$ cat config.mk
export PLATFORM = sky130hd
export DESIGN_NAME = pinmap_remap_regs
export DESIGN_NICKNAME = d
export VERILOG_FILES = /design/src/rtl/pinmap_pkg.sv /design/src/rtl/pinmap_wr_ctrl.sv /design/src/rtl/pinmap_regfile.sv /design/src/rtl/pinmap_shadow_mon.sv /design/src/rtl/pinmap_out_decode.sv /design/src/rtl/pinmap_remap_regs.sv
export SDC_FILE = /design/constraint.sdc
export NUM_CORES = 1
export LEC_CHECK = 0
export ABC_AREA = 1
export BUFFER_PORTS_ARGS = -buffer_cell sky130_fd_sc_hd__buf_2
export CAP_MARGIN = 20
export CORE_ASPECT_RATIO = 0.9
export CORE_UTILIZATION = 58
export CTS_CLUSTER_DIAMETER = 150
export DETAILED_ROUTE_END_ITERATION = 7
export HOLD_SLACK_MARGIN = 0.15
export PLACE_DENSITY_LB_ADDON = 0.05
export REMOVE_ABC_BUFFERS = 1
export SYNTH_ARGS = -nofsm -noshare
export SYNTH_HDL_FRONTEND = slang
export SYNTH_HIERARCHICAL = 1
export SYNTH_SLANG_ARGS = --single-unit
export TNS_END_PERCENT = 50
$ cat constraint.sdc
create_clock -name clk -period 2.4 [get_ports clk]
set_clock_uncertainty 0.1 [all_clocks]
set_input_delay 0.12 -clock clk [delete_from_list [all_inputs] [get_ports clk]]
set_output_delay 0.12 -clock clk [all_outputs]
set_load 0.02 [all_outputs]
$ cat src/rtl/pinmap_pkg.sv
package pinmap_pkg;

    localparam int SRC_W = 3;

    typedef enum logic [SRC_W-1:0] {
        SRC_PORT     = 3'd0,
        SRC_UART_TX  = 3'd1,
        SRC_UART_RTS = 3'd2,
        SRC_SPI_DO   = 3'd3,
        SRC_SPI_CLK  = 3'd4,
        SRC_SPI_SS   = 3'd5,
        SRC_CMP1     = 3'd6,
        SRC_CMP2     = 3'd7
    } src_e;

    typedef enum logic {
        WR_IDLE = 1'b0,
        WR_ACK  = 1'b1
    } wr_state_e;

    typedef enum logic {
        MON_WATCH   = 1'b0,
        MON_TRIPPED = 1'b1
    } mon_state_e;

    function automatic src_e decode_out(input logic [4:0] code);
        src_e s;
        unique case (code)
            5'd3:    s = SRC_UART_TX;
            5'd4:    s = SRC_UART_RTS;
            5'd7:    s = SRC_SPI_DO;
            5'd8:    s = SRC_SPI_CLK;
            5'd9:    s = SRC_SPI_SS;
            5'd18:   s = SRC_CMP1;
            5'd19:   s = SRC_CMP2;
            default: s = SRC_PORT;
        endcase
        return s;
    endfunction

endpackage

$ cat src/rtl/pinmap_wr_ctrl.sv
module pinmap_wr_ctrl
    import pinmap_pkg::*;
#(
    parameter int N_REG  = 17,
    parameter int ADDR_W = 5
) (
    input  logic              clk,
    input  logic              rst_n,
    input  logic              lock,
    input  logic              wr_req,
    input  logic [ADDR_W-1:0] wr_addr,
    output logic              commit,
    output logic              wr_ack
);

    wr_state_e state_q, state_d;

    always_comb begin
        state_d = state_q;
        unique case (state_q)
            WR_IDLE: if (wr_req) state_d = WR_ACK;
            WR_ACK:  state_d = WR_IDLE;
            default: state_d = WR_IDLE;
        endcase
    end

    always_ff @(posedge clk) begin
        if (!rst_n) state_q <= WR_IDLE;
        else        state_q <= state_d;
    end

    always_comb begin
        commit = (state_q == WR_IDLE) && wr_req && !lock
                 && (int'(wr_addr) < N_REG);
        wr_ack = (state_q == WR_ACK);
    end

endmodule

$ cat src/rtl/pinmap_regfile.sv
module pinmap_regfile #(
    parameter int N_REG  = 17,
    parameter int SEL_W  = 5,
    parameter int ADDR_W = 5,
    parameter int BIT_W  = 3
) (
    input  logic                   clk,
    input  logic                   rst_n,
    input  logic                   commit,
    input  logic [ADDR_W-1:0]      wr_addr,
    input  logic [SEL_W-1:0]       wr_data,
    input  logic                   fi_en,
    input  logic [ADDR_W-1:0]      fi_addr,
    input  logic [BIT_W-1:0]       fi_bit,
    output logic [N_REG*SEL_W-1:0] prim_flat,
    output logic [N_REG-1:0]       mismatch
);

    for (genvar g = 0; g < N_REG; g++) begin : g_reg
        logic [SEL_W-1:0] prim_q, shad_q, flip_m;
        logic             hit, fhit;

        assign hit    = commit && (wr_addr == ADDR_W'(g));
        assign fhit   = fi_en && (fi_addr == ADDR_W'(g));
        assign flip_m = fhit ? (SEL_W'(1) << fi_bit) : '0;

        always_ff @(posedge clk) begin
            if (!rst_n) begin
                prim_q <= '0;
                shad_q <= '0;
            end else begin
                prim_q <= (hit ? wr_data : prim_q) ^ flip_m;
                if (hit) shad_q <= wr_data;
            end
        end

        assign prim_flat[g*SEL_W +: SEL_W] = prim_q;
        assign mismatch[g] = (prim_q != shad_q);
    end

endmodule

$ cat src/rtl/pinmap_shadow_mon.sv
module pinmap_shadow_mon
    import pinmap_pkg::*;
#(
    parameter int N_REG = 17
) (
    input  logic             clk,
    input  logic             rst_n,
    input  logic [N_REG-1:0] mismatch,
    output logic             rst_req
);

    mon_state_e state_q, state_d;

    always_comb begin
        state_d = state_q;
        unique case (state_q)
            MON_WATCH:   if (|mismatch) state_d = MON_TRIPPED;
            MON_TRIPPED: state_d = MON_TRIPPED;
            default:     state_d = MON_WATCH;
        endcase
    end

    always_ff @(posedge clk) begin
        if (!rst_n) state_q <= MON_WATCH;
        else        state_q <= state_d;
    end

    always_comb begin
        rst_req = (state_q == MON_TRIPPED);
    end

endmodule

$ cat src/rtl/pinmap_out_decode.sv
module pinmap_out_decode
    import pinmap_pkg::*;
#(
    parameter int N_OUT = 8,
    parameter int SEL_W = 5
) (
    input  logic [N_OUT*SEL_W-1:0] out_sel,
    output logic [N_OUT*SRC_W-1:0] out_src
);

    for (genvar p = 0; p < N_OUT; p++) begin : g_pin
        logic [4:0] code;
        assign code = 5'(out_sel[p*SEL_W +: SEL_W]);
        assign out_src[p*SRC_W +: SRC_W] = decode_out(code);
    end

endmodule

$ cat src/rtl/pinmap_remap_regs.sv
module pinmap_remap_regs
    import pinmap_pkg::*;
#(
    parameter int N_IN   = 9,
    parameter int N_OUT  = 8,
    parameter int SEL_W  = 5,
    parameter int N_REG  = N_IN + N_OUT,
    parameter int ADDR_W = $clog2(N_REG),
    parameter int BIT_W  = $clog2(SEL_W)
) (
    input  logic                   clk,
    input  logic                   rst_n,
    input  logic                   lock,
    input  logic                   wr_req,
    input  logic [ADDR_W-1:0]      wr_addr,
    input  logic [SEL_W-1:0]       wr_data,
    output logic                   wr_ack,
    input  logic                   fi_en,
    input  logic [ADDR_W-1:0]      fi_addr,
    input  logic [BIT_W-1:0]       fi_bit,
    output logic [N_IN*SEL_W-1:0]  in_sel,
    output logic [N_OUT*SEL_W-1:0] out_sel,
    output logic [N_OUT*SRC_W-1:0] out_src,
    output logic                   mismatch_rst_req
);

    logic                   commit;
    logic [N_REG*SEL_W-1:0] prim_flat;
    logic [N_REG-1:0]       mismatch;

    pinmap_wr_ctrl #(.N_REG(N_REG), .ADDR_W(ADDR_W)) u_wr (
        .clk(clk), .rst_n(rst_n), .lock(lock), .wr_req(wr_req),
        .wr_addr(wr_addr), .commit(commit), .wr_ack(wr_ack)
    );

    pinmap_regfile #(.N_REG(N_REG), .SEL_W(SEL_W), .ADDR_W(ADDR_W), .BIT_W(BIT_W)) u_rf (
        .clk(clk), .rst_n(rst_n), .commit(commit), .wr_addr(wr_addr),
        .wr_data(wr_data), .fi_en(fi_en), .fi_addr(fi_addr), .fi_bit(fi_bit),
        .prim_flat(prim_flat), .mismatch(mismatch)
    );

    pinmap_shadow_mon #(.N_REG(N_REG)) u_mon (
        .clk(clk), .rst_n(rst_n), .mismatch(mismatch), .rst_req(mismatch_rst_req)
    );

    assign in_sel  = prim_flat[N_IN*SEL_W-1:0];
    assign out_sel = prim_flat[N_REG*SEL_W-1:N_IN*SEL_W];

    pinmap_out_decode #(.N_OUT(N_OUT), .SEL_W(SEL_W)) u_dec (
        .out_sel(out_sel), .out_src(out_src)
    );

endmodule

# Yosys cells after proc, flatten, opt, wreduce, memory -nomap -nowiden
# Cells that the tools add are included.
[word_totals] regBits=172
[op_classes] n_eq_ne=105 mux=46 shifts=1 bitwise_logic=19 n_lt_le_gt_ge=1 reduce_logical=41
[op_table] cell="5-bit two-way mux" count=34
[op_table] cell="3-bit case mux with 7 select lines" count=8
[op_table] cell="5-bit by 4-bit == test with 1-bit output (second input constant)" count=32
[op_table] cell="5-bit by 3-bit == test with 1-bit output (second input constant)" count=24
[op_table] cell="5-bit == test (second input constant)" count=18
[op_table] cell="5-bit != test" count=17
[op_table] cell="5-bit bitwise XOR" count=17
[op_table] cell="5-bit by 2-bit == test with 1-bit output (second input constant)" count=12
[op_table] cell="1-bit logical AND" count=37
[op_table] cell="17-bit OR reduction" count=1
[op_table] cell="5-bit by 1-bit == test with 1-bit output (second input constant)" count=2
[op_table] cell="5-bit logical NOT" count=2
[op_table] cell="5-bit < comparator (second input constant)" count=1
[op_table] cell="1-bit by 3-bit << shifter with 5-bit output (first input constant)" count=1
[op_table] cell="1-bit case mux with 2 select lines" count=2
[op_table] cell="1-bit two-way mux" count=2
[op_table] cell="1-bit inverter" count=2
[op_table] cell="1-bit logical NOT" count=1

# Logic depth before layout (Yosys ltp)
[depth] depth_word=7 ltp_mapped=12 ltp_nobuf=12

# Modules after synthesis
# Netlist, hierarchy kept.
[modules_own_cells] module="pinmap_regfile" seq_area_each_um2=3403.3 cells_per_inst=1250 instances=1 area_per_inst_um2=8603.3
[modules_own_cells] module="pinmap_out_decode" seq_area_each_um2=0.0 cells_per_inst=164 instances=1 area_per_inst_um2=690.7
[modules_own_cells] module="pinmap_shadow_mon" seq_area_each_um2=20.0 cells_per_inst=18 instances=1 area_per_inst_um2=86.3
[modules_own_cells] module="pinmap_wr_ctrl" seq_area_each_um2=20.0 cells_per_inst=10 instances=1 area_per_inst_um2=65.1

# Least setup slack after synthesis
# OpenSTA, ideal clock, no wires.
[synth_timing] kind="register to register" start="register u_wr.state_q (netlist: u_wr/wr_ack)" end="register u_rf.g_reg[10].prim_q[4]" setup_slack_ns=0.600 required_ns=2.185 synth_period_minus_slack_ns=1.800 path_buffers=1 path_stages_with_launch=12 arrival_time_ns=1.585 cell_sequence="dfxtp_1 > nor2_2 > nand2_1 > a21oi_2 > nand2_1 > inv_1 > buf_6 > nand3_2 > nand2_1 > nand3_1 > nand2_1 > nor2_1"
[synth_between] elab_chain_cells=7
[synth_rtl] element="from (decl)" line="pinmap_wr_ctrl.sv:16" rtl="wr_state_e state_q, state_d;"
[synth_rtl] element="from (signal assigned)" line="pinmap_wr_ctrl.sv:29" rtl="else state_q <= state_d;"
[synth_rtl] element="1-bit inverter" line="pinmap_wr_ctrl.sv:33" rtl="commit = (state_q == WR_IDLE) && wr_req && !lock"
[synth_rtl] element="1-bit logical AND (2 in a row)" line="pinmap_wr_ctrl.sv:33"
[synth_rtl] element="1-bit logical AND" line="pinmap_wr_ctrl.sv:34" rtl="&& (int'(wr_addr) < N_REG);"
[synth_rtl] element="via commit" line="pinmap_remap_regs.sv:27" rtl="logic commit;"
[synth_rtl] element="1-bit logical AND" line="pinmap_regfile.sv:23" rtl="assign hit = commit && (wr_addr == ADDR_W'(g));"
[synth_rtl] element="5-bit two-way mux" line="pinmap_regfile.sv:32" rtl="prim_q <= (hit ? wr_data : prim_q) ^ flip_m;"
[synth_rtl] element="5-bit bitwise XOR" line="pinmap_regfile.sv:32"
[synth_rtl] element="to (signal assigned)" line="pinmap_regfile.sv:32"
[synth_rtl] element="to (decl)" line="pinmap_regfile.sv:20" rtl="logic [SEL_W-1:0] prim_q, shad_q, flip_m;"
# The timed path passes the listed nets, and every way through them passes these cells.
# A chain may end at the register's enable or synchronous reset.

# Worst setup path in the final report
[layout_timing] start="input port wr_addr[1]" end="register u_rf.g_reg[3].prim_q[1]"
[layout_between] elab_chain_cells=5 word_cells_on_any_way=6
[layout_rtl] element="from (decl)" line="pinmap_remap_regs.sv:15" rtl="input logic [ADDR_W-1:0] wr_addr,"
[layout_rtl] element="5-bit < comparator" line="pinmap_wr_ctrl.sv:34"
[layout_rtl] element="1-bit logical AND" line="pinmap_wr_ctrl.sv:34"
[layout_rtl] element="via commit" line="pinmap_remap_regs.sv:27"
[layout_rtl] element="1-bit logical AND" line="pinmap_regfile.sv:23"
[layout_rtl] element="5-bit two-way mux" line="pinmap_regfile.sv:32"
[layout_rtl] element="5-bit bitwise XOR" line="pinmap_regfile.sv:32"
[layout_rtl] element="to (signal assigned)" line="pinmap_regfile.sv:32"
[layout_rtl] element="to (decl)" line="pinmap_regfile.sv:20"
# The timed path passes the listed nets, and every way through them passes these cells.

==> impl_metrics.toml <==
[route]
drc = 0
num_vias = 10033
drt-initial-drc-count = 855
postRouteWirelength_um = 27700
viasPerCell = 5.60
wl_per_cell_um = 15.5
ant_nets = 0
drt-pass1-iter-count = 7

[worst_setup_path]
cp_slowest_cell = "dlygate4sd3_1"
r2r_cells = 11
crit_path_frequent_cell = "nand2_1"
critPathLaunchType = "input port"
critPathKind = "input port to register"
cp_num_buf_inv = 2
worstPathRequired_ns = 2.67
reg2reg_slack_ns = 0.27
cpPeakStageDelay_ns = 0.53
critPathTopFamily = "simple AND/OR/NAND/NOR gates"
crit_fanout = 15
r2r_end = "u_rf/g_reg[3].prim_q[1]"
path_cells = "dlygate4sd3_1 > buf_2 > nor2_1 > nand2_1 > a21oi_2 > nand2_1 > nor2_4 > nand2_2 > nand2_1 > nand2_1 > nand2_1 > nand2_1 > nor2_1"
cp_data_arrival_time_ns = 2.51
critPathCaptureType = "register"
reg2reg_from = "u_wr/wr_ack"

[grt]
grt_first_pass_wirelength_um = 43800
track_usage_pct = 34.2
grt_max_degree = 88
antenna_found_initial = 0
grt_pass1_vias = 8849
grtUsageMet2_pct = 55.4
grt_util_met3_pct = 7.75
grt_overflow = 0
global_route.usage.met1_pct = 43.5
grt.busiest_layer = "met2"

[clock_tree]
clk_pin_slew_worst_paths_ns = 0.06
clockBufferDepth = 2
cts_max_level = 4
cts_tree = "yes"
insertion_delay_ns = 0.44
cts-root-buf = "clkbuf_16"
post_cts_buffers = 0
cts_buffers = 17
clkSinkCount = 172

[timing]
max_freq_mhz = 446
slew_headroom_pct = 52.2
fin_tns_setup_ns = 0
setup_viol = 0
worst_slack_ns = 0.159
hold_viol_final = 0
worst_slew_pin_slew_ns = 0.717
final.min_clock_period_ns = 2.24
rsz0062_at_grt = "false"
drv_slew = 0
fin_crit_sh_pct = 93.4

[place]
post-place-ws_ns = 0.324
gp_congestion = 0.873
io_buffer_count = 133
dp.final_hpwl_um = 18300

[yosys]
synth_seq_cells = 172
yosysTopAreaCell = "dfxtp_1"
ys.warnings.count = 6
synthCells = 1442
synth_area_leaders = "dfxtp_1 36%, nand2_1 16%, nand3_1 11%"
synth_top_area_share_pct = 36.5
ys_seq_area_share_pct = 36.5
syn_avg_cell_area_um2 = 6.55
syn_area_mm2 = 0.00945
netlist-cell-type-count = 25

[die]
pin_count = 134
placementRows = 43
initial_core_util_pct = 60.3
coreArea_mm2 = 0.0157
die_h_um = 123
dieArea_mm2 = 0.0168
die_w_um = 137

[run]
cap_violations = 0

[worst_hold_path]
min_path_cells = 6
worstHoldEndpoint = "u_rf/g_reg[2].prim_q[3]"
min_from = "fi_addr[3]"
worstHoldPathType = "input port to register"

[power]
leakagePower_nw = 5.10
powerDensity_mw_per_mm2 = 541
vdd_drop_max_v = 0.000527

[layout]
num-nets-final = 1600
area.growth.synth_to_final_pct = 16.3
final_core_util_pct = 70.2
diodes = 0
final_layout_size_suffix_gt1_share_pct = 15.0

[run_status]
status = "completed"
[cell usage after synthesis]
| cell type | number |
|---|---|
| nand2_1 | 411 |
| nor2_1 | 219 |
| nand3_1 | 215 |
| dfxtp_1 | 172 |
| a21oi_1 | 144 |
| inv_1 | 65 |
| xor2_1 | 39 |
| xnor2_1 | 37 |
| nand3_2 | 30 |
| clkbuf_1 | 24 |
| nor3_1 | 20 |
| buf_2 | 15 |
| o2111ai_1 | 9 |
| buf_1 | 8 |
| nand2_2 | 6 |
| nand4_1 | 5 |
| nor2_4 | 5 |
| buf_4 | 4 |
| nor2_2 | 4 |
| buf_6 | 3 |
| clkbuf_4 | 2 |
| clkinv_1 | 2 |
| a21oi_2 | 1 |
| inv_2 | 1 |
| nor3b_1 | 1 |
[cells in the final DEF (no fill, tap or decap), types with 17 or more instances in the layout]
cell / instances
nand2_1: 411
nor2_1: 218
nand3_1: 215
dfxtp_1: 172
a21oi_1: 144
buf_2: 133
inv_1: 64
xor2_1: 39
xnor2_1: 37
nand3_2: 30
buf_4: 25
nor3_1: 20
clkbuf_16: 17
[logic make-up (layout without fill, tap and decap cells)]
logic type | count (synthesis) | count (layout) | share of synthesized area [%]
simple gates | 916 | 916 | 42.3
compound gates | 154 | 154 | 8.56
xor+xnor | 76 | 76 | 7.05
buf+inv | 124 | 272 | 5.60
flops | 172 | 172 | 36.5
[power breakdown]
group	internal [mW]	switching [mW]	leakage (nW)	total, mW
clock network	1.47	1.17	0.275	2.64
logic	0.105	0.317	3.44	0.422
registers	2.87	0.0159	1.39	2.88
total	4.44	1.50	5.10	5.95
[worst max-delay path by stage]
stage / endpoint / cells after the start / slack (ns) / start
finish: u_rf/g_reg[3].prim_q[1] / 13 / 0.16 / wr_addr[1]
global route: u_rf/g_reg[3].prim_q[1] / 13 / 0.04 / wr_addr[1]
CTS: u_rf/g_reg[3].prim_q[1] / 13 / 0.22 / wr_addr[1]
detailed placement: u_rf/g_reg[7].prim_q[0] / 12 / 0.32 / wr_addr[0]
global placement: u_rf/g_reg[3].prim_q[3] / 12 / 0.36 / wr_addr[0]
floorplan: u_rf/g_reg[2].prim_q[1] / 8 / 0.21 / u_wr/wr_ack
[layer usage]
metal	share of wire (%)	vias up
met1	43	4544
met5	0	-
li1	-	4988
met2	45	444
met4	2.7	0
met3	9.5	57
[registers in the layout, indices dropped and copies added, names as in the netlist]
name,flops
u_rf/g.prim_q,85
u_wr/wr_ack,1
u_rf/g.shad_q,85
u_mon/rst_req,1
[worst reg2reg max path, cell delays in order (launching register included)]
cell and delay (ns):
dfxtp_1 0.34, nor2_2 0.10, nand2_1 0.07, a21oi_2 0.13
nand2_1 0.20, nor2_4 0.45, nand2_2 0.26, nand2_1 0.13
nand2_1 0.07, nand2_1 0.06, nand2_1 0.06, nor2_1 0.11
[what timing repair did]
item	CTS	global route
hold endpoints to repair	55	0
hold buffers	13	0
resized for setup	0	0
[through the flow]
stage	instance area, um^2	hold WS, ns	std cells	total power [mW]
final	11000	0.183	1792	5.95
after global routing	11000	0.173	1792	6.13
after CTS	11000	0.152	1792	5.96
after detailed placement	10300	0.331	1747	3.34
after global placement	10300	0.324	1747	3.34
after floorplan	9170	0.129	1386	3.12
[layout make-up]
cell class / count / area (um^2)
Clock buffer: 20 / 457
Clock inverter: 12 / 97.6
Fill cell: 1357 / 4670
Inverter: 68 / 255
Multi-Input combinational cell: 1146 / 5480
Sequential cell: 172 / 3440
Tap cell: 202 / 253
Timing Repair Buffer: 172 / 1000
(Power assumes the default switching activity.)
